==> config.mk <==
export PLATFORM = sky130hd
export DESIGN_NAME = bcd_pack_unit
export DESIGN_NICKNAME = d
export VERILOG_FILES = /design/src/rtl/bcd_pack_pkg.sv /design/src/rtl/bcd_digit_chain.sv /design/src/rtl/bcd_pack_conv.sv /design/src/rtl/bcd_pack_unit.sv
export SDC_FILE = /design/constraint.sdc
export NUM_CORES = 1
export LEC_CHECK = 0
export ABC_AREA = 1
export ABC_CLOCK_PERIOD_IN_PS = 13650
export BUFFER_PORTS_ARGS = -buffer_cell sky130_fd_sc_hd__buf_2
export CAP_MARGIN = 20
export CORE_MARGIN = 4
export CORE_UTILIZATION = 29
export CTS_CLUSTER_SIZE = 8
export DETAILED_ROUTE_END_ITERATION = 6
export SYNTH_ARGS = -nofsm -noshare
export SYNTH_HDL_FRONTEND = slang
export SYNTH_SLANG_ARGS = --single-unit
==> constraint.sdc <==
create_clock -name clk -period 13.65 [get_ports clk]
set_input_delay 2.73 -clock clk [delete_from_list [all_inputs] [get_ports clk]]
set_output_delay 2.73 -clock clk [all_outputs]
set_load 0.1 [all_outputs]
==> src/rtl/bcd_pack_pkg.sv <==
package bcd_pack_pkg;

    typedef enum logic [2:0] {
        BOP_ADD  = 3'd0,
        BOP_SUB  = 3'd1,
        BOP_NEG  = 3'd2,
        BOP_PACK = 3'd3,
        BOP_UNPK = 3'd4
    } bcd_op_e;

    typedef struct packed {
        logic [3:0] digit;
        logic       carry;
    } digit_step_t;

    typedef struct packed {
        logic x;
        logic c;
        logic z;
    } bcd_flags_t;

    // One decimal digit of a sum with incoming carry; corrects by +6 past nine.
    function automatic digit_step_t dec_add_digit(input logic [3:0] a,
                                                  input logic [3:0] b,
                                                  input logic       ci);
        digit_step_t r;
        logic [4:0]  t;
        t = {1'b0, a} + {1'b0, b} + {4'b0, ci};
        if (t > 5'd9) begin
            r.digit = t[3:0] + 4'd6;
            r.carry = 1'b1;
        end else begin
            r.digit = t[3:0];
            r.carry = 1'b0;
        end
        return r;
    endfunction

    // One decimal digit of a difference with incoming borrow; corrects by -6 on borrow.
    function automatic digit_step_t dec_sub_digit(input logic [3:0] a,
                                                  input logic [3:0] b,
                                                  input logic       bi);
        digit_step_t r;
        logic [4:0]  t;
        t = {1'b0, a} - {1'b0, b} - {4'b0, bi};
        if (t[4]) begin
            r.digit = t[3:0] - 4'd6;
            r.carry = 1'b1;
        end else begin
            r.digit = t[3:0];
            r.carry = 1'b0;
        end
        return r;
    endfunction

endpackage

==> src/rtl/bcd_digit_chain.sv <==
module bcd_digit_chain
    import bcd_pack_pkg::*;
#(
    parameter int DIGITS = 2
) (
    input  logic                  sub_mode,
    input  logic [4*DIGITS-1:0]   opa,
    input  logic [4*DIGITS-1:0]   opb,
    input  logic                  cin,
    output logic [4*DIGITS-1:0]   sum,
    output logic                  cout
);
    logic [DIGITS:0] chain;

    assign chain[0] = cin;

    for (genvar gi = 0; gi < DIGITS; gi++) begin : g_digit
        digit_step_t st;
        always_comb begin
            if (sub_mode)
                st = dec_sub_digit(opa[4*gi +: 4], opb[4*gi +: 4], chain[gi]);
            else
                st = dec_add_digit(opa[4*gi +: 4], opb[4*gi +: 4], chain[gi]);
        end
        assign sum[4*gi +: 4] = st.digit;
        assign chain[gi+1]    = st.carry;
    end

    assign cout = chain[DIGITS];

endmodule

==> src/rtl/bcd_pack_conv.sv <==
module bcd_pack_conv #(
    parameter int DIGITS = 2
) (
    input  logic [8*DIGITS-1:0] src,
    input  logic [8*DIGITS-1:0] adj,
    output logic [4*DIGITS-1:0] pk_out,
    output logic [8*DIGITS-1:0] unpk_out
);
    localparam int UW = 8 * DIGITS;

    logic [UW-1:0] adjusted;
    logic [UW-1:0] spread;

    assign adjusted = src + adj;

    for (genvar gi = 0; gi < DIGITS; gi++) begin : g_lane
        assign pk_out[4*gi +: 4] = adjusted[8*gi +: 4];
        assign spread[8*gi +: 8] = {4'b0000, src[4*gi +: 4]};
    end

    assign unpk_out = spread + adj;

endmodule

==> src/rtl/bcd_pack_unit.sv <==
module bcd_pack_unit
    import bcd_pack_pkg::*;
#(
    parameter int DIGITS = 2
) (
    input  logic                  clk,
    input  logic                  rst,
    input  logic                  in_valid,
    input  logic [2:0]            in_op,
    input  logic [8*DIGITS-1:0]   in_src,
    input  logic [4*DIGITS-1:0]   in_dst,
    input  logic [8*DIGITS-1:0]   in_adj,
    input  logic                  in_x,
    input  logic                  in_c,
    input  logic                  in_z,
    output logic                  out_valid,
    output logic [8*DIGITS-1:0]   out_result,
    output logic                  out_x,
    output logic                  out_c,
    output logic                  out_z
);
    localparam int PW = 4 * DIGITS;
    localparam int UW = 8 * DIGITS;

    bcd_op_e     op;
    logic        is_arith;
    logic        sub_mode;
    logic [PW-1:0] opa, opb, dsum;
    logic        dcarry;
    logic [PW-1:0] pk_val;
    logic [UW-1:0] unpk_val;
    logic [UW-1:0] nxt_result;
    bcd_flags_t  nxt_flags;
    bcd_flags_t  in_flags;

    logic          r_valid;
    logic [UW-1:0] r_result;
    bcd_flags_t    r_flags;

    assign op       = bcd_op_e'(in_op);
    assign is_arith = (op == BOP_ADD) || (op == BOP_SUB) || (op == BOP_NEG);
    assign sub_mode = (op == BOP_SUB) || (op == BOP_NEG);
    assign in_flags = '{x: in_x, c: in_c, z: in_z};

    always_comb begin
        unique case (op)
            BOP_ADD: begin opa = in_src[PW-1:0]; opb = in_dst;          end
            BOP_SUB: begin opa = in_dst;          opb = in_src[PW-1:0]; end
            default: begin opa = '0;              opb = in_dst;          end
        endcase
    end

    bcd_digit_chain #(.DIGITS(DIGITS)) u_chain (
        .sub_mode (sub_mode),
        .opa      (opa),
        .opb      (opb),
        .cin      (in_x),
        .sum      (dsum),
        .cout     (dcarry)
    );

    bcd_pack_conv #(.DIGITS(DIGITS)) u_conv (
        .src      (in_src),
        .adj      (in_adj),
        .pk_out   (pk_val),
        .unpk_out (unpk_val)
    );

    always_comb begin
        nxt_flags = in_flags;
        case (op)
            BOP_ADD, BOP_SUB, BOP_NEG: begin
                nxt_result  = UW'(dsum);
                nxt_flags.x = dcarry;
                nxt_flags.c = dcarry;
                nxt_flags.z = (dsum != '0) ? 1'b0 : in_z;
            end
            BOP_PACK: nxt_result = UW'(pk_val);
            BOP_UNPK: nxt_result = unpk_val;
            default:  nxt_result = '0;
        endcase
    end

    always_ff @(posedge clk) begin
        if (rst) begin
            r_valid  <= 1'b0;
            r_result <= '0;
            r_flags  <= '0;
        end else begin
            r_valid <= in_valid;
            if (in_valid) begin
                r_result <= nxt_result;
                r_flags  <= nxt_flags;
            end
        end
    end

    assign out_valid  = r_valid;
    assign out_result = r_result;
    assign out_x      = r_flags.x;
    assign out_c      = r_flags.c;
    assign out_z      = r_flags.z;

    assert_latency_R2: assert property (@(posedge clk) disable iff (rst)
        in_valid |=> out_valid);

    assert_idle_R2: assert property (@(posedge clk) disable iff (rst)
        !in_valid |=> !out_valid);

    assert_upper_zero_R3: assert property (@(posedge clk) disable iff (rst)
        (in_valid && is_arith) |=> (out_result[UW-1:PW] == '0));

    assert_xc_agree_R6: assert property (@(posedge clk) disable iff (rst)
        (in_valid && is_arith) |=> (out_x == out_c));

    assert_zero_sticky_R7: assert property (@(posedge clk) disable iff (rst)
        (in_valid && is_arith) |=>
            ((out_result != '0) ? !out_z : (out_z == $past(in_z))));

    assert_flags_keep_R10: assert property (@(posedge clk) disable iff (rst)
        (in_valid && !is_arith) |=>
            (out_x == $past(in_x) && out_c == $past(in_c) && out_z == $past(in_z)));

    assert_bad_op_R11: assert property (@(posedge clk) disable iff (rst)
        (in_valid && in_op > 3'd4) |=> (out_result == '0));

    assert_hold_R12: assert property (@(posedge clk) disable iff (rst)
        (!in_valid && out_valid) |=> ($stable(out_result) && $stable(out_z)));

endmodule

==> results of run 1 <==
==> per-stage QoR <==
step                      power (mW)   util  std cells  setup WS [ns]
after floorplan                0.200      -        488           6.58
after global placement         0.235  0.347        677           5.70
after detailed placement       0.239  0.347        677           5.53
after CTS                      0.297  0.355        681           5.80
after global routing           0.323  0.355        681           5.19
final                          0.296  0.355        681           5.80
==> state kept, by name, summed over array words and instances, names as in the netlist <==
signal	flops
out_result	16
out_c	1
out_valid	1
out_x	1
out_z	1
==> cell families (layout without fill, tap and decap cells) <==
logic type | Yosys count | after routing | synth area share
compound gates | 91 | 91 | 0.171
simple gates | 241 | 241 | 0.349
fa+ha+maj | 43 | 43 | 0.205
xor+xnor | 8 | 8 | 0.0322
buf+inv | 85 | 145 | 0.109
flops | 20 | 20 | 0.134
==> routing by layer <==
| metal | track usage | vias up | routed length, um |
|---|---|---|---|
| met3 | 0.00881 | 2 | 481 |
| met2 | 0.245 | 54 | 3930 |
| met4 | 0.0240 | 0 | 25 |
| met5 | 0 | - | 0 |
| li1 | - | 1703 | - |
| met1 | 0.183 | 1416 | 3810 |
==> critical path: cells and delay by family <==
family / cells / cell delay (ns)
xor+xnor: 1 / 0.19
buf+inv: 5 / 0.75
fa+ha+maj: 5 / 2.01
simple gates: 16 / 1.79
compound gates: 3 / 0.58
==> power breakdown <==
part,leakage (nW),internal (mW),switching (mW)
Combinational,1.64,0.0581,0.117
Clock,0.0357,0.0391,0.0182
Sequential,0.163,0.0617,0.00155
Total,1.83,0.159,0.137
==> final timing paths <==
path	startpoint	slack [ns]	cells past startpoint	endpoint
max reg2reg	out_result[10]	13.02	2	out_result[10]
max	in_op[2]	5.80	30	out_z
min reg2reg	out_result[5]	0.47	2	out_result[5]
min	out_result[5]	0.47	2	out_result[5]
==> cell type report <==
type	count	area (um^2)
clock buffers	3	41.3
clock inverters	1	30.0
fillers	1117	6400
inverters	77	289
multi-input cells	383	2270
flip-flops and latches	20	400
well taps	133	166
repair buffers	64	320
==> synth_stat cells (2+ instances only) <==
cell type / instances
o211ai_1: 4
ha_1: 33
o22ai_1: 6
nor3_1: 2
o21ai_1: 2
nand2_2: 5
clkbuf_1: 5
nand3_2: 2
a21oi_2: 4
inv_1: 72
a21oi_1: 37
xor2_1: 3
nand3b_1: 2
fa_1: 10
or2_2: 6
nand3_1: 44
inv_2: 5
xnor2_1: 3
o21ai_0: 29
nor2_1: 30
o21bai_1: 3
nand4_1: 6
nand2_1: 140
dfxtp_1: 20
==> results.sh, run 1 <==
export IMPL_synth_cell_type_count=39
export IMPL_fin_area_um2=3510
export IMPL_overflow=0
export IMPL_crit_top_cell="nand2_1"
export IMPL_die_w_um=110
export IMPL_critPathKind="in -> reg"
export IMPL_antenna_found_initial=0
export IMPL_track_usage=0.137
export IMPL_arrival_ns=8.04
export IMPL_routed_via_density=4.66
export IMPL_powerDensity_nw_per_um2=84.1
export IMPL_wl_per_cell_um=12.1
export IMPL_crit_fanout=13
export IMPL_fin_crit_sh=0.575
export IMPL_ir_drop_mv=0.0469
export IMPL_cts_hold_buf=0
export IMPL_synth_seq_cells=20
export IMPL_synth_largest_area_cell="nand2_1"
export IMPL_ant_nets=0
export IMPL_syn2layout_area_growth_pct=17.3
export IMPL_grt_pass1_wl_um=13600
export IMPL_hold_class="reg -> reg"
export IMPL_maxCapViolCount=0
export IMPL_grt_max_degree=22
export IMPL_drive_gt1_frac=0.175
export IMPL_drc_errors=0
export IMPL_rows=36
export IMPL_synthDominantCellAreaShare=0.176
export IMPL_ctsHtreeMaxLevel=1
export IMPL_syn_avg_cell_area_um2=6.14
export IMPL_tightest_slew_ns=0.758
export IMPL_p_leak_nw=1.83
export IMPL_clk_pin_slew_ns=0.07
export IMPL_fmax_mhz=127
export IMPL_n_antenna_cell=0
export IMPL_numCtsBuffers=3
export IMPL_report_final_slew_viol_count=0
export IMPL_hpwl_um=7260
export IMPL_ys_seq_area_frac=0.134
export IMPL_fin_skew_ns=0
export IMPL_worstSetupEndpointType="flip-flop"
export IMPL_cts_tree="done"
export IMPL_cts_resized=0
export IMPL_setup_tns_ns=0
export IMPL_ios=69
export IMPL_synth_edf_count=0
export IMPL_clock_path_buffers=2
export IMPL_async_flop_share=0
export IMPL_initial_core_util=0.302
export IMPL_fp_coreArea_um2=9910
export IMPL_hold_ws_ns=0.465
export IMPL_netlist_top_cells_area="nand2_1 (18%), ha_1 (14%), dfxtp_1 (13%), inv_1 (9.0%), nand3_1 (7.4%)"
export IMPL_ys_flop_type="dfxtp_1"
export IMPL_dpl_cell_area_um2=3440
export IMPL_cp_required_ns=13.84
export IMPL_final_common_cell="nand2_1"
export IMPL_final_cell_mix="nand2_1 (140), inv_1 (72), buf_2 (64)"
export IMPL_die_h_um=110
export IMPL_critPathMaxStageDelay_ns=0.53
export IMPL_status="finished clean"
export IMPL_postCtsSetupBuffers=0
export IMPL_min_period_ns=7.85
export IMPL_setup_viol=0
export IMPL_final_net_count=641
export IMPL_routabilityCongestion=0.830
export IMPL_num_vias=3175
export IMPL_die_area_um2=12000
export IMPL_grt_setup_unrepaired="no"
export IMPL_port_buffers=64
export IMPL_hold_viol=0
export IMPL_wl_um=8240
export IMPL_dr_pass1_iters=4
export IMPL_first_iter_violations=126
export IMPL_cts_root_buf="clkbuf_8"
export IMPL_grt_pass1_vias=3036
export IMPL_clock_sinks=20
export IMPL_syn_num_nets=580
export IMPL_cp_start_kind="input pin"
export IMPL_slew_headroom=0.491
export IMPL_netlist_area_um2=2990
export IMPL_slowest_stage="nor3_2"
export IMPL_ys_warn_count=0
export IMPL_clkLatencyLatePin_ns=0.25
export IMPL_synth_cells=488
Power figures use the tool's default switching activity.
==> run 2: changes to the inputs <==
- ABC_CLOCK_PERIOD_IN_PS: 13650 -> 6500
- clock period: 13.65 -> 6.5 ns (I/O delays scaled with it)
==> results.sh, run 2 (same netlist as run 1, synthesis figures left out) <==
export IMPL_hold_depth=2
export IMPL_cp_start_kind="input pin"
export IMPL_hpwl_um=7270
export IMPL_largest_register_ffs=16
export IMPL_track_usage=0.140
export IMPL_reg2reg_from="out_x"
export IMPL_die_area_um2=12000
export IMPL_overflow=0
export IMPL_worstSetupEndpointType="flip-flop"
export IMPL_p_leak_nw=1.84
export IMPL_dp_cells=679
export IMPL_cts_resized=0
export IMPL_endpoint="out_z"
export IMPL_die_h_um=110
export IMPL_stdcell_count=683
export IMPL_postCtsSetupBuffers=0
export IMPL_grt_pass1_vias=3117
export IMPL_setup_tns_ns=0
export IMPL_ios=69
export IMPL_crit_top_cell="nand2_1"
export IMPL_wl_um=8210
export IMPL_port_buffers=64
export IMPL_cp_required_ns=6.69
export IMPL_final_cell_mix="nand2_1 (140), inv_1 (72), buf_2 (64)"
export IMPL_powerDensity_nw_per_um2=176
export IMPL_dr_pass1_iters=4
export IMPL_cts_root_buf="clkbuf_8"
export IMPL_clkLatencyLatePin_ns=0.25
export IMPL_n_antenna_cell=0
export IMPL_ant_nets=0
export IMPL_setup_viol=0
export IMPL_grt_setup_unrepaired="no"
export IMPL_routabilityCongestion=0.811
export IMPL_grt_pass1_wl_um=14000
export IMPL_wl_per_cell_um=12.0
export IMPL_fp_coreArea_um2=9910
export IMPL_die_w_um=110
export IMPL_clock_path_buffers=2
export IMPL_cts_hold_buf=0
export IMPL_arrival_ns=5.99
export IMPL_num_vias=3176
export IMPL_clock_sinks=20
export IMPL_cts_tree="done"
export IMPL_worst_r2r_path_depth=2
export IMPL_ctsHtreeMaxLevel=1
export IMPL_reg2reg_to="out_x"
export IMPL_rows=36
export IMPL_first_iter_violations=123
export IMPL_maxCapViolCount=0
export IMPL_slew_headroom=0.467
export IMPL_routed_via_density=4.65
export IMPL_drc_errors=0
export IMPL_clk_pin_slew_ns=0.07
export IMPL_numCtsBuffers=3
export IMPL_power_uw=621
export IMPL_fin_crit_sh=0.891
export IMPL_tightest_slew_ns=0.793
export IMPL_final_common_cell="nand2_1"
export IMPL_antenna_found_initial=0
export IMPL_grt_max_degree=22
export IMPL_critPathMaxStageDelay_ns=0.47
export IMPL_min_period_ns=5.79
export IMPL_r2r_slack_ns=5.87
export IMPL_crit_fanout=6
export IMPL_syn2layout_area_growth_pct=17.8
export IMPL_slowest_stage="fa_1"
export IMPL_report_final_slew_viol_count=0
export IMPL_fin_skew_ns=0
export IMPL_ir_drop_mv=0.113
export IMPL_hold_class="reg -> reg"
export IMPL_hold_viol=0
export IMPL_initial_core_util=0.302
export IMPL_drive_gt1_frac=0.178
export IMPL_startpoint="in_op[0]"
export IMPL_fmax_mhz=173
export IMPL_fillers=1123
export IMPL_final_net_count=643
export IMPL_status="finished clean"
export IMPL_critPathKind="in -> reg"
[run 2: changes by cell type in the layout (fill, tap and decap cells not counted), sizes merged]
cell,previous run,this run
buf,64,66
[run 2: report_power, final]
| part | leakage [nW] | switching (mW) | total [mW] | internal, mW |
|---|---|---|---|---|
| logic | 1.64 | 0.245 | 0.368 | 0.122 |
| clock network | 0.0357 | 0.0389 | 0.121 | 0.0821 |
| registers | 0.163 | 0.00322 | 0.133 | 0.129 |
[run 2: how the worst min path moves through the flow]
stage / from / endpoint / slack (ns)
after global routing: out_result[3] / out_result[3] / 0.48
final: out_result[6] / out_result[6] / 0.46
after floorplan: out_result[1] / out_result[1] / 0.91
after detailed placement: out_result[3] / out_result[3] / 0.45
after CTS: out_result[3] / out_result[3] / 0.46
after global placement: out_result[3] / out_result[3] / 0.45
[run 2: layout make-up]
type	count	area, um^2	share of cell area
clock buffers	3	41.3	0.0117
clock inverters	1	30.0	0.00851
inverters	77	289	0.0819
multi-input cells	383	2270	0.642
flip-flops and latches	20	400	0.113
well taps	133	166	0.0472
repair buffers	66	335	0.0950
[run 2: layer usage]
layer / share of wire / GRT usage
met3: 0.035 / 0.00528
met5: 0 / 0
met1: 0.49 / 0.196
met4: 0.011 / 0.0232
met2: 0.47 / 0.244
[run 2: worst max-delay path, delay by kind of cell]
kind / cells / cell delay, ns
compound gates: 3 / 0.41
xor+xnor: 1 / 0.18
fa+ha+maj: 5 / 1.99
buf+inv: 6 / 0.65
simple gates: 17 / 1.46
[run 2: through the flow]
stage / util / area (um^2) / hold slack, ns / setup WS (ns)
3_5_place_dp: 0.349 / 3460 / 0.454 / 0.434
4_1_cts: 0.356 / 3530 / 0.465 / 0.691
5_1_grt: 0.356 / 3530 / 0.478 / 0.136
2_1_floorplan: - / 2990 / 0.909 / 0.864
3_3_place_gp: 0.349 / 3460 / 0.453 / 0.602
6_report: 0.356 / 3530 / 0.464 / 0.705
==> run 3: changes to the inputs <==
- CORE_UTILIZATION: 29 -> 25
==> results.sh, run 3 (same netlist as run 1, synthesis figures left out) <==
export IMPL_port_buffers=64
export IMPL_powerDensity_nw_per_um2=175
export IMPL_min_period_ns=5.78
export IMPL_grt_busiest_layer="met2"
export IMPL_die_w_um=117
export IMPL_cp_start_kind="input pin"
export IMPL_status="finished clean"
export IMPL_power_uw=621
export IMPL_cp_required_ns=6.68
export IMPL_grt_pass1_vias=3076
export IMPL_grt_use_met1=0.163
export IMPL_grt_setup_unrepaired="no"
export IMPL_fin_skew_ns=0
export IMPL_fin_crit_sh=0.889
export IMPL_wl_per_cell_um=12.0
export IMPL_cts_root_buf="clkbuf_16"
export IMPL_drc_errors=0
export IMPL_ctsHtreeMaxLevel=1
export IMPL_clk_pin_slew_ns=0.05
export IMPL_cts_tree="done"
export IMPL_n_antenna_cell=0
export IMPL_cts_resized=0
export IMPL_cts_hold_buf=0
export IMPL_hold_class="reg -> reg"
export IMPL_largest_register_ffs=16
export IMPL_initial_core_util=0.259
export IMPL_final_net_count=643
export IMPL_ant_nets=0
export IMPL_fmax_mhz=173
export IMPL_die_area_um2=13800
export IMPL_ios=69
export IMPL_clock_path_buffers=2
export IMPL_arrival_ns=5.96
export IMPL_fin_util=0.307
export IMPL_antenna_found_initial=0
export IMPL_fin_area_um2=3540
export IMPL_postCtsSetupBuffers=0
export IMPL_drive_gt1_frac=0.177
export IMPL_num_vias=3216
export IMPL_hold_viol=0
export IMPL_dr_pass1_iters=4
export IMPL_grt_pass1_wl_um=14000
export IMPL_crit_top_cell="nand2_1"
export IMPL_dpl_cell_area_um2=3470
export IMPL_clock_sinks=20
export IMPL_critPathKind="in -> reg"
export IMPL_routabilityCongestion=0.900
export IMPL_ir_drop_mv=0.0772
export IMPL_fp_coreArea_um2=11600
export IMPL_critPathMaxStageDelay_ns=0.49
export IMPL_setup_viol=0
export IMPL_wl_um=8290
export IMPL_clkLatencyLatePin_ns=0.24
export IMPL_final_common_cell="nand2_1"
export IMPL_routed_via_density=4.65
export IMPL_numCtsBuffers=3
export IMPL_maxCapViolCount=0
export IMPL_setup_tns_ns=0
export IMPL_worstSetupEndpointType="flip-flop"
export IMPL_use_met3=0.0159
export IMPL_slew_headroom=0.471
export IMPL_crit_fanout=6
export IMPL_tightest_slew_ns=0.788
export IMPL_p_leak_nw=1.84
export IMPL_slowest_stage="fa_1"
export IMPL_die_h_um=117
export IMPL_overflow=0
export IMPL_final_cell_mix="nand2_1 (140), inv_1 (72), buf_2 (64)"
export IMPL_fillers=1282
export IMPL_syn2layout_area_growth_pct=18.4
export IMPL_rows=39
export IMPL_grt_max_degree=22
export IMPL_hpwl_um=7360
export IMPL_first_iter_violations=135
export IMPL_grt_use_met2=0.203
export IMPL_report_final_slew_viol_count=0
export IMPL_track_usage=0.119
## run 3: changes by cell type in the layout (fill, tap and decap cells not counted), sizes merged
cell / previous run / this run
bufinv: 1 / 0
## run 3: layout make-up
class / instances / area [um^2] / area share
multi-input cells: 383 / 2270 / 0.639
clock buffers: 3 / 75.1 / 0.0212
well taps: 143 / 179 / 0.0505
flip-flops and latches: 20 / 400 / 0.113
repair buffers: 66 / 335 / 0.0946
inverters: 77 / 289 / 0.0815
## run 3: critical path: cells and delay by family
kind,cells,cell delay [ns]
buffers and inverters,6,0.62
xor gates and xnor gates,1,0.18
and+or+nand+nor,17,1.44
adders and majority gates,5,2.02
AOI/OAI and AO/OA,3,0.38
## run 3: routing by layer
layer	routed length, um	vias to the layer above
met2	3780	69
met4	34	0
met3	493	2
li1	-	1704
met5	0	-
met1	3980	1441
## run 3: power breakdown
part / switching [mW] / internal, mW / leakage (nW) / total [mW]
sequential: 0.00335 / 0.130 / 0.163 / 0.133
clock: 0.0397 / 0.0809 / 0.0370 / 0.121
combinational: 0.245 / 0.123 / 1.64 / 0.367
## run 3: worst paths after layout
check | cells after the start | slack [ns] | start | endpoint
worst max-delay path | 32 | 0.72 | in_op[0] | out_z
worst min-delay path | 2 | 0.46 | out_result[10] | out_result[10]
worst max register to register | 2 | 5.86 | out_result[2] | out_result[2]
worst min register to register | 2 | 0.46 | out_result[10] | out_result[10]
## run 3: stage by stage
step	setup WS, ns	instances	hold slack (ns)
after floorplan	0.864	488	0.909
after CTS	0.727	692	0.464
after global routing	0.163	692	0.481
after global placement	0.529	689	0.453
after detailed placement	0.480	689	0.456
final	0.720	692	0.462
